**src/rtl/entropy_pkg.sv**
```systemverilog
package entropy_pkg;
  localparam int unsigned REG_STATUS_IDX = 0;
  localparam int unsigned REG_DATA_IDX   = 1;
endpackage

```
**src/rtl/entropy_sample_timer.sv**
```systemverilog
module entropy_sample_timer #(
  parameter int unsigned INTERVAL = 4096
) (
  input  logic clk,
  input  logic rst,
  output logic tick_o
);
  localparam int unsigned CW = (INTERVAL > 2) ? $clog2(INTERVAL) : 1;
  localparam logic [CW-1:0] LAST = CW'(INTERVAL - 1);

  logic [CW-1:0] cnt;

  assign tick_o = (cnt == LAST);

  always_ff @(posedge clk) begin
    if (rst) begin
      cnt <= '0;
    end else if (tick_o) begin
      cnt <= '0;
    end else begin
      cnt <= cnt + 1'b1;
    end
  end
endmodule

```
**src/rtl/entropy_pair_folder.sv**
```systemverilog
module entropy_pair_folder #(
  parameter int unsigned NUM_OSC = 32
) (
  input  logic               clk,
  input  logic               rst,
  input  logic               tick_i,
  input  logic [NUM_OSC-1:0] osc_i,
  output logic               bit_vld_o,
  output logic               bit_o
);
  logic fold;
  logic half_bit;
  logic have_half;

  // Fold the whole oscillator vector into one bit.
  assign fold = ^osc_i;

  always_ff @(posedge clk) begin
    if (rst) begin
      half_bit  <= 1'b0;
      have_half <= 1'b0;
      bit_vld_o <= 1'b0;
      bit_o     <= 1'b0;
    end else begin
      bit_vld_o <= 1'b0;
      if (tick_i) begin
        if (!have_half) begin
          half_bit  <= fold;
          have_half <= 1'b1;
        end else begin
          bit_o     <= half_bit ^ fold;
          bit_vld_o <= 1'b1;
          have_half <= 1'b0;
        end
      end
    end
  end
endmodule

```
**src/rtl/entropy_word_shifter.sv**
```systemverilog
module entropy_word_shifter #(
  parameter int unsigned WORD_W = 32
) (
  input  logic                         clk,
  input  logic                         rst,
  input  logic                         bit_vld_i,
  input  logic                         bit_i,
  input  logic                         consume_i,
  output logic [WORD_W-1:0]            word_o,
  output logic [$clog2(WORD_W+1)-1:0]  fill_o,
  output logic                         ready_o
);
  localparam int unsigned FW = $clog2(WORD_W + 1);
  localparam logic [FW-1:0] FULL = FW'(WORD_W);

  assign ready_o = (fill_o == FULL);

  always_ff @(posedge clk) begin
    if (rst) begin
      word_o <= '0;
    end else if (bit_vld_i) begin
      word_o <= {word_o[WORD_W-2:0], bit_i};
    end
  end

  always_ff @(posedge clk) begin
    if (rst) begin
      fill_o <= '0;
    end else if (consume_i) begin
      fill_o <= bit_vld_i ? FW'(1) : '0;
    end else if (bit_vld_i && !ready_o) begin
      fill_o <= fill_o + 1'b1;
    end
  end
endmodule

```
**src/rtl/entropy_harvester.sv**
```systemverilog
module entropy_harvester #(
  parameter int unsigned NUM_OSC         = 32,
  parameter int unsigned SAMPLE_INTERVAL = 4096,
  parameter int unsigned WORD_W          = 32,
  parameter int unsigned ADDR_W          = 2
) (
  input  logic               clk,
  input  logic               rst,
  input  logic [NUM_OSC-1:0] osc_i,
  input  logic               rd_en,
  input  logic [ADDR_W-1:0]  rd_addr,
  output logic [WORD_W-1:0]  rd_data
);
  import entropy_pkg::*;

  localparam int unsigned FW = $clog2(WORD_W + 1);
  localparam logic [ADDR_W-1:0] A_STATUS = ADDR_W'(REG_STATUS_IDX);
  localparam logic [ADDR_W-1:0] A_DATA   = ADDR_W'(REG_DATA_IDX);

  logic              tick;
  logic              ebit_vld;
  logic              ebit;
  logic              consume;
  logic [WORD_W-1:0] word;
  logic [FW-1:0]     fill;
  logic              ready;

  assign consume = rd_en && (rd_addr == A_DATA);

  entropy_sample_timer #(.INTERVAL(SAMPLE_INTERVAL)) u_timer (
    .clk    (clk),
    .rst    (rst),
    .tick_o (tick)
  );

  entropy_pair_folder #(.NUM_OSC(NUM_OSC)) u_folder (
    .clk       (clk),
    .rst       (rst),
    .tick_i    (tick),
    .osc_i     (osc_i),
    .bit_vld_o (ebit_vld),
    .bit_o     (ebit)
  );

  entropy_word_shifter #(.WORD_W(WORD_W)) u_shifter (
    .clk       (clk),
    .rst       (rst),
    .bit_vld_i (ebit_vld),
    .bit_i     (ebit),
    .consume_i (consume),
    .word_o    (word),
    .fill_o    (fill),
    .ready_o   (ready)
  );

  always_ff @(posedge clk) begin
    if (rst) begin
      rd_data <= '0;
    end else if (!rd_en) begin
      rd_data <= '0;
    end else if (rd_addr == A_DATA) begin
      rd_data <= word;
    end else if (rd_addr == A_STATUS) begin
      rd_data <= {{(WORD_W-1){1'b0}}, ready};
    end else begin
      rd_data <= '0;
    end
  end
endmodule

```
**config.mk**
```make
export PLATFORM = sky130hd
export DESIGN_NAME = entropy_harvester
export DESIGN_NICKNAME = d
export VERILOG_FILES = /design/src/rtl/entropy_pkg.sv /design/src/rtl/entropy_sample_timer.sv /design/src/rtl/entropy_pair_folder.sv /design/src/rtl/entropy_word_shifter.sv /design/src/rtl/entropy_harvester.sv
export SDC_FILE = /design/constraint.sdc
export NUM_CORES = 1
export LEC_CHECK = 0
export BUFFER_PORTS_ARGS = -buffer_cell sky130_fd_sc_hd__buf_2
export CAP_MARGIN = 20
export CORE_MARGIN = 5
export CORE_UTILIZATION = 30
export DETAILED_ROUTE_END_ITERATION = 6
export GPL_ROUTABILITY_DRIVEN = 0
export PLACE_DENSITY = 0.53
export SLEW_MARGIN = 5
export SYNTH_ARGS = -nofsm -noshare
export SYNTH_HDL_FRONTEND = slang
export SYNTH_HIERARCHICAL = 1
export SYNTH_SLANG_ARGS = --single-unit
```
**constraint.sdc**
```tcl
create_clock -name clk -period 2.2 [get_ports clk]
set_clock_uncertainty 0.15 [all_clocks]
set_input_delay 0.22 -clock clk [delete_from_list [all_inputs] [get_ports clk]]
set_output_delay 0.22 -clock clk [all_outputs]
set_load 0.05 [all_outputs]
```
==> results of run 1 <==
## report_power, final
| part | total (W) | internal, W | switching, W | leakage, nW |
|---|---|---|---|---|
| Clock | 0.00122 | 0.000696 | 0.000524 | 0.109 |
| Sequential | 0.00157 | 0.00156 | 0.00000693 | 0.694 |
| Combinational | 0.000248 | 0.000131 | 0.000117 | 0.799 |
## logic make-up (layout without fill, tap and decap cells)
kind of cell	count (synthesis)	in the layout
and+or+nand+nor	115	115
DFF	86	86
xor gates and xnor gates	37	37
muxes	34	34
AOI/OAI and AO/OA	25	25
buffers and inverters	23	100
adders and majority gates	3	3
## final cells by class
cell class | instances | area, um^2
multi-input cells | 214 | 1508
flip-flops and latches | 86 | 1723
clock inverters | 3 | 67.56
clock buffers | 12 | 155.1
well taps | 140 | 175.2
repair buffers | 76 | 405.4
inverters | 9 | 33.78
fillers | 1112 | 6820
## per-stage QoR
step | hold slack [ps] | instances | setup slack (ps) | area [um^2]
6_report | 201.9 | 540 | 224.8 | 4068
3_3_place_gp | 282.9 | 523 | 337.2 | 3825
4_1_cts | 182.1 | 540 | 210.5 | 4068
3_5_place_dp | 277.8 | 523 | 305.9 | 3825
2_1_floorplan | 142.4 | 323 | 429.9 | 3344
5_1_grt | 202.8 | 540 | 80.76 | 4068
## tightest hold or removal path: cells and delay by family
kind | cells | cell delay, ps
buffers and inverters | 2 | 330
AND/OR/NAND/NOR | 1 | 110
## placed cells by master, fill, tap and decap left out, types with 7 or more instances in the layout
| cell type | n |
|---|---|
| a21oi_1 | 7 |
| and2_1 | 25 |
| buf_2 | 68 |
| clkbuf_8 | 11 |
| dfxtp_1 | 85 |
| inv_1 | 9 |
| mux2i_1 | 34 |
| nand2_1 | 9 |
| nor2_1 | 43 |
| xnor2_1 | 29 |
| xor2_1 | 8 |
## repair_timing
action,CTS,global route
hold endpoints to repair,1,0
setup buffers,0,0
hold buffers,2,0
## worst max path at each step
stage | to | slack, ps | cells past startpoint
finish | rd_data[0]$_SDFF_PP0_ | 220 | 5
global route | u_folder/bit_o$_SDFFE_PP0P_ | 80 | 6
CTS | rd_data[0]$_SDFF_PP0_ | 210 | 5
detailed placement | u_folder/bit_o$_SDFFE_PP0P_ | 310 | 8
global placement | u_folder/bit_o$_SDFFE_PP0P_ | 340 | 8
floorplan | u_folder/bit_o$_SDFFE_PP0P_ | 430 | 5
## registers in the layout (all words and copies together) (netlist names)
signal              cells
rd_data                32
u_folder/bit_o          1
u_folder/bit_vld_o      1
u_folder/half_bit       1
u_folder/have_half      1
u_shifter/fill_o        6
u_shifter/word_o       32
u_timer/cnt            12
## metal layers
| metal | vias to the layer above | GRT usage |
|---|---|---|
| met5 | - | 0 |
| met4 | 0 | 0.03756 |
| met3 | 7 | 0.04230 |
| met2 | 67 | 0.1543 |
| met1 | 1050 | 0.1118 |
| li1 | 1223 | - |
==> impl_metrics.json, run 1 <==
{
  "synth_mux_area_frac": 0.1018,
  "syn_avg_cell_area_um2": 10.35,
  "postRouteAntennaNets": 0,
  "synthDistinctLibCells": 44,
  "core.rowCount": 38,
  "drive_gt1_frac": 0.2475,
  "io_pins": 69,
  "coreArea_um2": 10890,
  "crit_family": "simple AND/OR/NAND/NOR gates",
  "cts_resized": 0,
  "routed_wl_mm": 5.804,
  "synth.net_count": 363,
  "synth_xor_area_frac": 0.09689,
  "min_to": "u_shifter/word_o[0]$_SDFFE_PP0P_",
  "fin_tns_setup_ps": 0,
  "rsz0062_at_grt": "false",
  "reg2reg_setup_slack_ps": 220,
  "diodes": 0,
  "netlist.area_leader.share": 0.5148,
  "synth-compound-area-share": 0.05200,
  "worst-path-max-fanout": 5,
  "wl_met1_mm": 2.632,
  "ir_drop_uv": 259.6,
  "netlist_area_um2": 3344,
  "worst_ep_arrival_time_ps": 2120,
  "synthAdderAreaFrac": 0.01122,
  "vias": 2347,
  "yosys.area_share.simple": 0.1889,
  "critPathLaunchType": "register",
  "cts_tree": "built",
  "highest_layer": "met4",
  "seq_area_frac_synth": 0.5148,
  "worst_ep_required_time_ps": 2340,
  "viasPerCell": 4.346,
  "nets": 436,
  "dp_hpwl_mm": 4.138,
  "ys_ff_latch": 86,
  "path_clk_slew_ps": 80,
  "cts-root-buf": "clkbuf_8",
  "fin_crit_ps": 1975,
  "drtPass1Iterations": 4,
  "synth_most_common_cell": "dfxtp_1",
  "antenna_found_initial": 0,
  "cap_violations": 0,
  "die_x_um": 115.6,
  "synthCells": 323,
  "wl_per_cell_um": 10.75,
  "gr-total-overflow": 0,
  "synth_common_cells": "dfxtp_1, nor2_1, mux2i_1",
  "drv_slew": 0,
  "clock_path_buffers": 2,
  "synth_edf_count": 0,
  "crit_path_top_delay_cell": "dlygate4sd3_1",
  "numPortBuffers": 68,
  "critical-path-max-stage-delay_ps": 580,
  "final_hold_viol_count": 0,
  "synth_top_family_by_area": "simple AND/OR/NAND/NOR gates",
  "hold_class": "input port to register",
  "met3_length_um": 496,
  "startpoint": "u_shifter/fill_o[2]$_SDFFE_PP0P_",
  "min_from": "rst",
  "yosysWarnings": 6,
  "path_class": "register to register",
  "r2r_start": "u_shifter/fill_o[2]$_SDFFE_PP0P_",
  "grt_max_degree": 32,
  "min_path_cells": 3,
  "dieArea_um2": 13360,
  "area.growth.synth_to_final_pct": 21.62,
  "synth_area_leaders": "dfxtp_1, mux2i_1, xnor2_1",
  "drc": 0,
  "worstPathCellList": "or3b_4 > nor2_1 > mux2i_1 > nor4b_1 > dlygate4sd3_1",
  "final_util": 0.3736,
  "rr_worst_depth": 5,
  "relSlewSlack": 0.7581,
  "met2RoutedLength_mm": 2.583,
  "post-route-period-util": 0.8978,
  "cts_max_level": 3,
  "die_h_um": 115.6,
  "cts_sinks": 86,
  "initial_core_util": 0.3072,
  "synth_area_leader_cell": "dfxtp_1",
  "outcome": "complete, no violations",
  "grt_usage": 0.09565,
  "setup_viol": 0,
  "first_global_vias": 2345,
  "power_w": 0.003037,
  "synth_flop_cell": "dfxtp_1",
  "grt_pass1_wl_mm": 10.26,
  "numCtsBuffers": 9,
  "regToRegEndpoint": "rd_data[0]$_SDFF_PP0_",
  "worst_slew_pin_slew_ps": 360.1,
  "crit_path_end_kind": "register",
  "drt_iter0_markers": 75,
  "p_per_area_nw_per_um2": 746.7,
  "p_leak_nw": 1.602,
  "fmax_mhz": 506.3,
  "insertion_delay_ps": 340,
  "crit_buf_inv": 1,
  "async_flop_share": 0
}
No activity file was read; power rests on OpenSTA's default activity.
==> inputs of run 2 (changes only) <==
--- a/config.mk
+++ b/config.mk
@@ -7,11 +7,12 @@
 export LEC_CHECK = 0
 export BUFFER_PORTS_ARGS = -buffer_cell sky130_fd_sc_hd__buf_2
 export CAP_MARGIN = 20
+export CORE_ASPECT_RATIO = 0.5
 export CORE_MARGIN = 5
-export CORE_UTILIZATION = 30
+export CORE_UTILIZATION = 50
 export DETAILED_ROUTE_END_ITERATION = 6
 export GPL_ROUTABILITY_DRIVEN = 0
-export PLACE_DENSITY = 0.53
+export PLACE_DENSITY = 0.78
 export SLEW_MARGIN = 5
 export SYNTH_ARGS = -nofsm -noshare
 export SYNTH_HDL_FRONTEND = slang
==> impl_metrics.json, run 2 (same netlist as run 1, synthesis figures left out) <==
{
  "outcome": "complete, no violations",
  "final_hold_viol_count": 0,
  "final_cell_mix": "dfxtp_1, buf_2, nor2_1",
  "grt_max_degree": 33,
  "worst-path-max-fanout": 6,
  "drc": 0,
  "cts_resized": 0,
  "startpoint": "u_timer/cnt[0]$_SDFF_PP0_",
  "dieArea_um2": 8524,
  "dp_hpwl_mm": 4.150,
  "hold_class": "input port to register",
  "post-route-period-util": 0.8812,
  "cts_tree": "built",
  "worst_ep_arrival_time_ps": 2000,
  "cap_violations": 0,
  "min_from": "rd_en",
  "path_class": "register to register",
  "fin_tns_setup_ps": 0,
  "drv_slew": 0,
  "drt_iter0_markers": 78,
  "vias": 2365,
  "fmax_mhz": 515.8,
  "gr-total-overflow": 0,
  "grt_pass1_wl_mm": 9.770,
  "area.growth.synth_to_final_pct": 21.10,
  "core.rowCount": 21,
  "coreArea_um2": 6595,
  "insertion_delay_ps": 330,
  "crit_path_end_kind": "register",
  "worst_slew_pin_slew_ps": 352.6,
  "io_pins": 69,
  "top_regs": "rd_data: 32 flops, u_shifter/word_o: 32 flops, u_timer/cnt: 12 flops",
  "fin_crit_ps": 1939,
  "worst_ep_required_time_ps": 2260,
  "cts_max_level": 3,
  "design_area_um2": 4050,
  "die_x_um": 125.7,
  "routed_wl_mm": 5.725,
  "final_common_cell": "dfxtp_1",
  "r2r_start": "u_timer/cnt[0]$_SDFF_PP0_",
  "ir_drop_uv": 400.5,
  "initial_core_util": 0.5071,
  "drtPass1Iterations": 6,
  "cts_hold_buf": 1,
  "nets": 433,
  "viasPerCell": 4.827,
  "path_clk_slew_ps": 60,
  "p_per_area_nw_per_um2": 801.1,
  "critPathLaunchType": "register",
  "grt_usage": 0.1399,
  "clock_path_buffers": 2,
  "die_h_um": 67.83,
  "hold_ws_ps": 24.25,
  "rsz0062_at_grt": "false",
  "relSlewSlack": 0.7649,
  "post_dp_cell_area_um2": 3750,
  "p_leak_nw": 1.616,
  "cts-root-buf": "clkbuf_16",
  "cts_sinks": 86,
  "drive_gt1_frac": 0.2487,
  "postRouteAntennaNets": 0,
  "setup_viol": 0,
  "numCtsBuffers": 9,
  "antenna_found_initial": 0,
  "diodes": 0,
  "postCtsSetupBuffers": 0,
  "numPortBuffers": 68,
  "first_global_vias": 2298,
  "wl_per_cell_um": 11.68
}
==> run 2: layer usage <==
| layer | global-route usage | vias up | routed length [um] |
|---|---|---|---|
| met5 | 0 | - | 0 |
| met4 | 0.04054 | 0 | 68 |
| met3 | 0.05690 | 8 | 320 |
| met2 | 0.2653 | 49 | 2930 |
| met1 | 0.1472 | 1087 | 2405 |
| li1 | - | 1221 | - |
==> run 2: cell type report <==
cell class,instances,area [um^2]
Sequential cell,86,1723
Timing Repair Buffer,73,380.4
Tap cell,92,115.1
Fill cell,557,2545
Clock inverter,6,51.30
Inverter,9,33.78
Multi-Input combinational cell,214,1508
Clock buffer,10,239.0
==> run 2: final timing paths <==
check	depth (start not counted)	slack, ps	endpoint
worst min register to register	1	320	u_timer/cnt[0]$_SDFF_PP0_
worst max-delay path	5	260	u_folder/bit_o$_SDFFE_PP0P_
worst min-delay path	2	20	rd_data[0]$_SDFF_PP0_
worst max register to register	5	260	u_folder/bit_o$_SDFFE_PP0P_
==> run 2: power by group <==
group / switching, W / internal [W] / total [W]
clock: 0.000612 / 0.000811 / 0.00142
combinational: 0.000121 / 0.000129 / 0.000250
sequential: 0.00000749 / 0.00156 / 0.00157
total: 0.000741 / 0.00250 / 0.00324
==> run 2: critical path, stage by stage (launching register included) <==
cell and delay, ps:
dfxtp_1 370, ha_1 260, nand3_2 170, nor3_1 350, nand2_1 160, a311o_1 370
==> run 2: per-stage QoR <==
step | instances | utilization | setup WS [ps] | power (W)
2_1_floorplan | 323 | - | 429.9 | 0.001793
3_3_place_gp | 473 | 0.5686 | 342.8 | 0.001846
3_5_place_dp | 473 | 0.5686 | 257.3 | 0.001861
4_1_cts | 490 | 0.6141 | 243.1 | 0.003285
5_1_grt | 490 | 0.6141 | 78.86 | 0.003376
6_report | 490 | 0.6141 | 261.4 | 0.003245
==> inputs of run 3 (changes only) <==
--- a/config.mk
+++ b/config.mk
@@ -9,10 +9,11 @@
 export CAP_MARGIN = 20
 export CORE_ASPECT_RATIO = 0.5
 export CORE_MARGIN = 5
-export CORE_UTILIZATION = 50
+export CORE_UTILIZATION = 38
 export DETAILED_ROUTE_END_ITERATION = 6
 export GPL_ROUTABILITY_DRIVEN = 0
-export PLACE_DENSITY = 0.78
+export PLACE_DENSITY = 0.63
+export SKIP_CTS_REPAIR_TIMING = 1
 export SLEW_MARGIN = 5
 export SYNTH_ARGS = -nofsm -noshare
 export SYNTH_HDL_FRONTEND = slang
==> impl_metrics.json, run 3 (same netlist as run 1, synthesis figures left out) <==
{
  "insertion_delay_ps": 330,
  "fmax_mhz": 538.2,
  "viasPerCell": 4.478,
  "diodes": 0,
  "cts_max_level": 3,
  "routed_wl_mm": 5.558,
  "top_regs": "rd_data: 32 flops, u_shifter/word_o: 32 flops, u_timer/cnt: 12 flops",
  "power_w": 0.003330,
  "crit_family": "simple AND/OR/NAND/NOR gates",
  "ir_drop_uv": 481.0,
  "worst_ep_arrival_time_ps": 1980,
  "grt_usage": 0.1130,
  "initial_core_util": 0.3867,
  "drtPass1Iterations": 4,
  "crit_path_top_delay_cell": "dfxtp_1",
  "setup_viol": 0,
  "min_path_cells": 2,
  "worst_ep_required_time_ps": 2320,
  "critical-path-max-stage-delay_ps": 360,
  "critPathLaunchType": "register",
  "crit_buf_inv": 0,
  "post-route-period-util": 0.8446,
  "hold_ws_ps": -5.435,
  "coreArea_um2": 8648,
  "worst_slew_pin_slew_ps": 367.8,
  "final_cell_mix": "dfxtp_1, buf_2, nor2_1",
  "cts_sinks": 86,
  "wl_per_cell_um": 10.75,
  "final_common_cell": "dfxtp_1",
  "cap_violations": 0,
  "drc": 0,
  "grt_max_degree": 32,
  "clock_path_buffers": 2,
  "numPortBuffers": 68,
  "seqPwrFrac": 0.472,
  "vias": 2315,
  "hold_class": "input port to register",
  "power.share.switching": 0.2163,
  "first_global_vias": 2295,
  "outcome": "finished, violations left",
  "rr_worst_depth": 6,
  "drt_iter0_markers": 92,
  "cts_tree": "built",
  "die_h_um": 76.34,
  "drive_gt1_frac": 0.2525,
  "drv_slew": 0,
  "io_pins": 69,
  "dieArea_um2": 10890,
  "numCtsBuffers": 9,
  "area.growth.synth_to_final_pct": 23.01,
  "die_x_um": 142.7,
  "path_class": "register to register",
  "cp.depth": 6,
  "relSlewSlack": 0.7548,
  "p_per_area_nw_per_um2": 809.5,
  "path_clk_slew_ps": 60,
  "p_comb_frac": 0.074,
  "nets": 435,
  "p_leak_nw": 1.634,
  "p_sw_w": 0.0007202,
  "cts-root-buf": "clkbuf_16",
  "antenna_found_initial": 0,
  "final_hold_viol_count": 2,
  "crit_path_end_kind": "register",
  "gr-total-overflow": 0,
  "worst-path-max-fanout": 4,
  "p_int_w": 0.002610,
  "power.share.clock": 0.454,
  "postRouteAntennaNets": 0,
  "violations": "hold timing",
  "worstPathCellList": "ha_1 > nand3_2 > nor3_1 > nand2_1 > nor4_1 > a311o_1",
  "dp_hpwl_mm": 3.854,
  "rsz0062_at_grt": "false",
  "fin_tns_setup_ps": 0,
  "grt_pass1_wl_mm": 10.03,
  "core.rowCount": 24,
  "fin_crit_ps": 1858
}
## run 3: changes by cell type in the layout (fill, tap and decap cells not counted), sizes merged
cell / previous run / this run
bufinv: 0 / 1
inv: 12 / 10
buf: 72 / 74
clkinv: 2 / 3
## run 3: power by group through the flow
stage               sequential [W]  clock, W  combinational [W]
finish                     0.00157   0.00151           0.000245
global route               0.00157   0.00163           0.000284
CTS                        0.00157   0.00157           0.000250
detailed placement         0.00161         0           0.000251
global placement           0.00161         0           0.000247
floorplan                  0.00160         0           0.000188
## run 3: worst paths after layout
path         slack [ps]                       from                          end
max                 340  u_timer/cnt[0]$_SDFF_PP0_  u_folder/bit_o$_SDFFE_PP0P_
min                  -5                        rst    u_timer/cnt[6]$_SDFF_PP0_
min reg2reg         310  u_timer/cnt[0]$_SDFF_PP0_    u_timer/cnt[0]$_SDFF_PP0_
max reg2reg         340  u_timer/cnt[0]$_SDFF_PP0_  u_folder/bit_o$_SDFFE_PP0P_
## run 3: area by class of cell
type	instances	area, um^2
Fill cell	848	4534
Timing Repair Buffer	75	395.4
Clock buffer	10	239.0
Sequential cell	86	1723
Multi-Input combinational cell	214	1508
Inverter	9	33.78
Tap cell	117	146.4
Clock inverter	6	68.82
## run 3: metrics by stage
stage | setup slack (ps) | cells | hold slack, ps | utilization | area, um^2
floorplan | 429.9 | 323 | 142.4 | - | 3344
global placement | 355.7 | 500 | 263.1 | 0.4389 | 3796
detailed placement | 316.7 | 500 | 262.7 | 0.4389 | 3796
CTS | 333.8 | 516 | -93.94 | 0.4745 | 4104
global route | 103.0 | 517 | 13.42 | 0.4757 | 4114
finish | 341.9 | 517 | -5.435 | 0.4757 | 4114
## run 3: worst register-to-register path: stages, from the launching register on
cell     delay [ps]
dfxtp_1         360
ha_1            260
nand3_2         100
nor3_1          330
nand2_1         170
nor4_1          280
a311o_1         150
## run 3: per-layer routing
| metal | part of all wire | track usage | vias up |
|---|---|---|---|
| met2 | 0.45 | 0.1863 | 57 |
| met5 | 0 | 0 | - |
| met4 | 0.016 | 0.05693 | 0 |
| li1 | - | - | 1225 |
| met1 | 0.47 | 0.1301 | 1025 |
| met3 | 0.060 | 0.03887 | 8 |
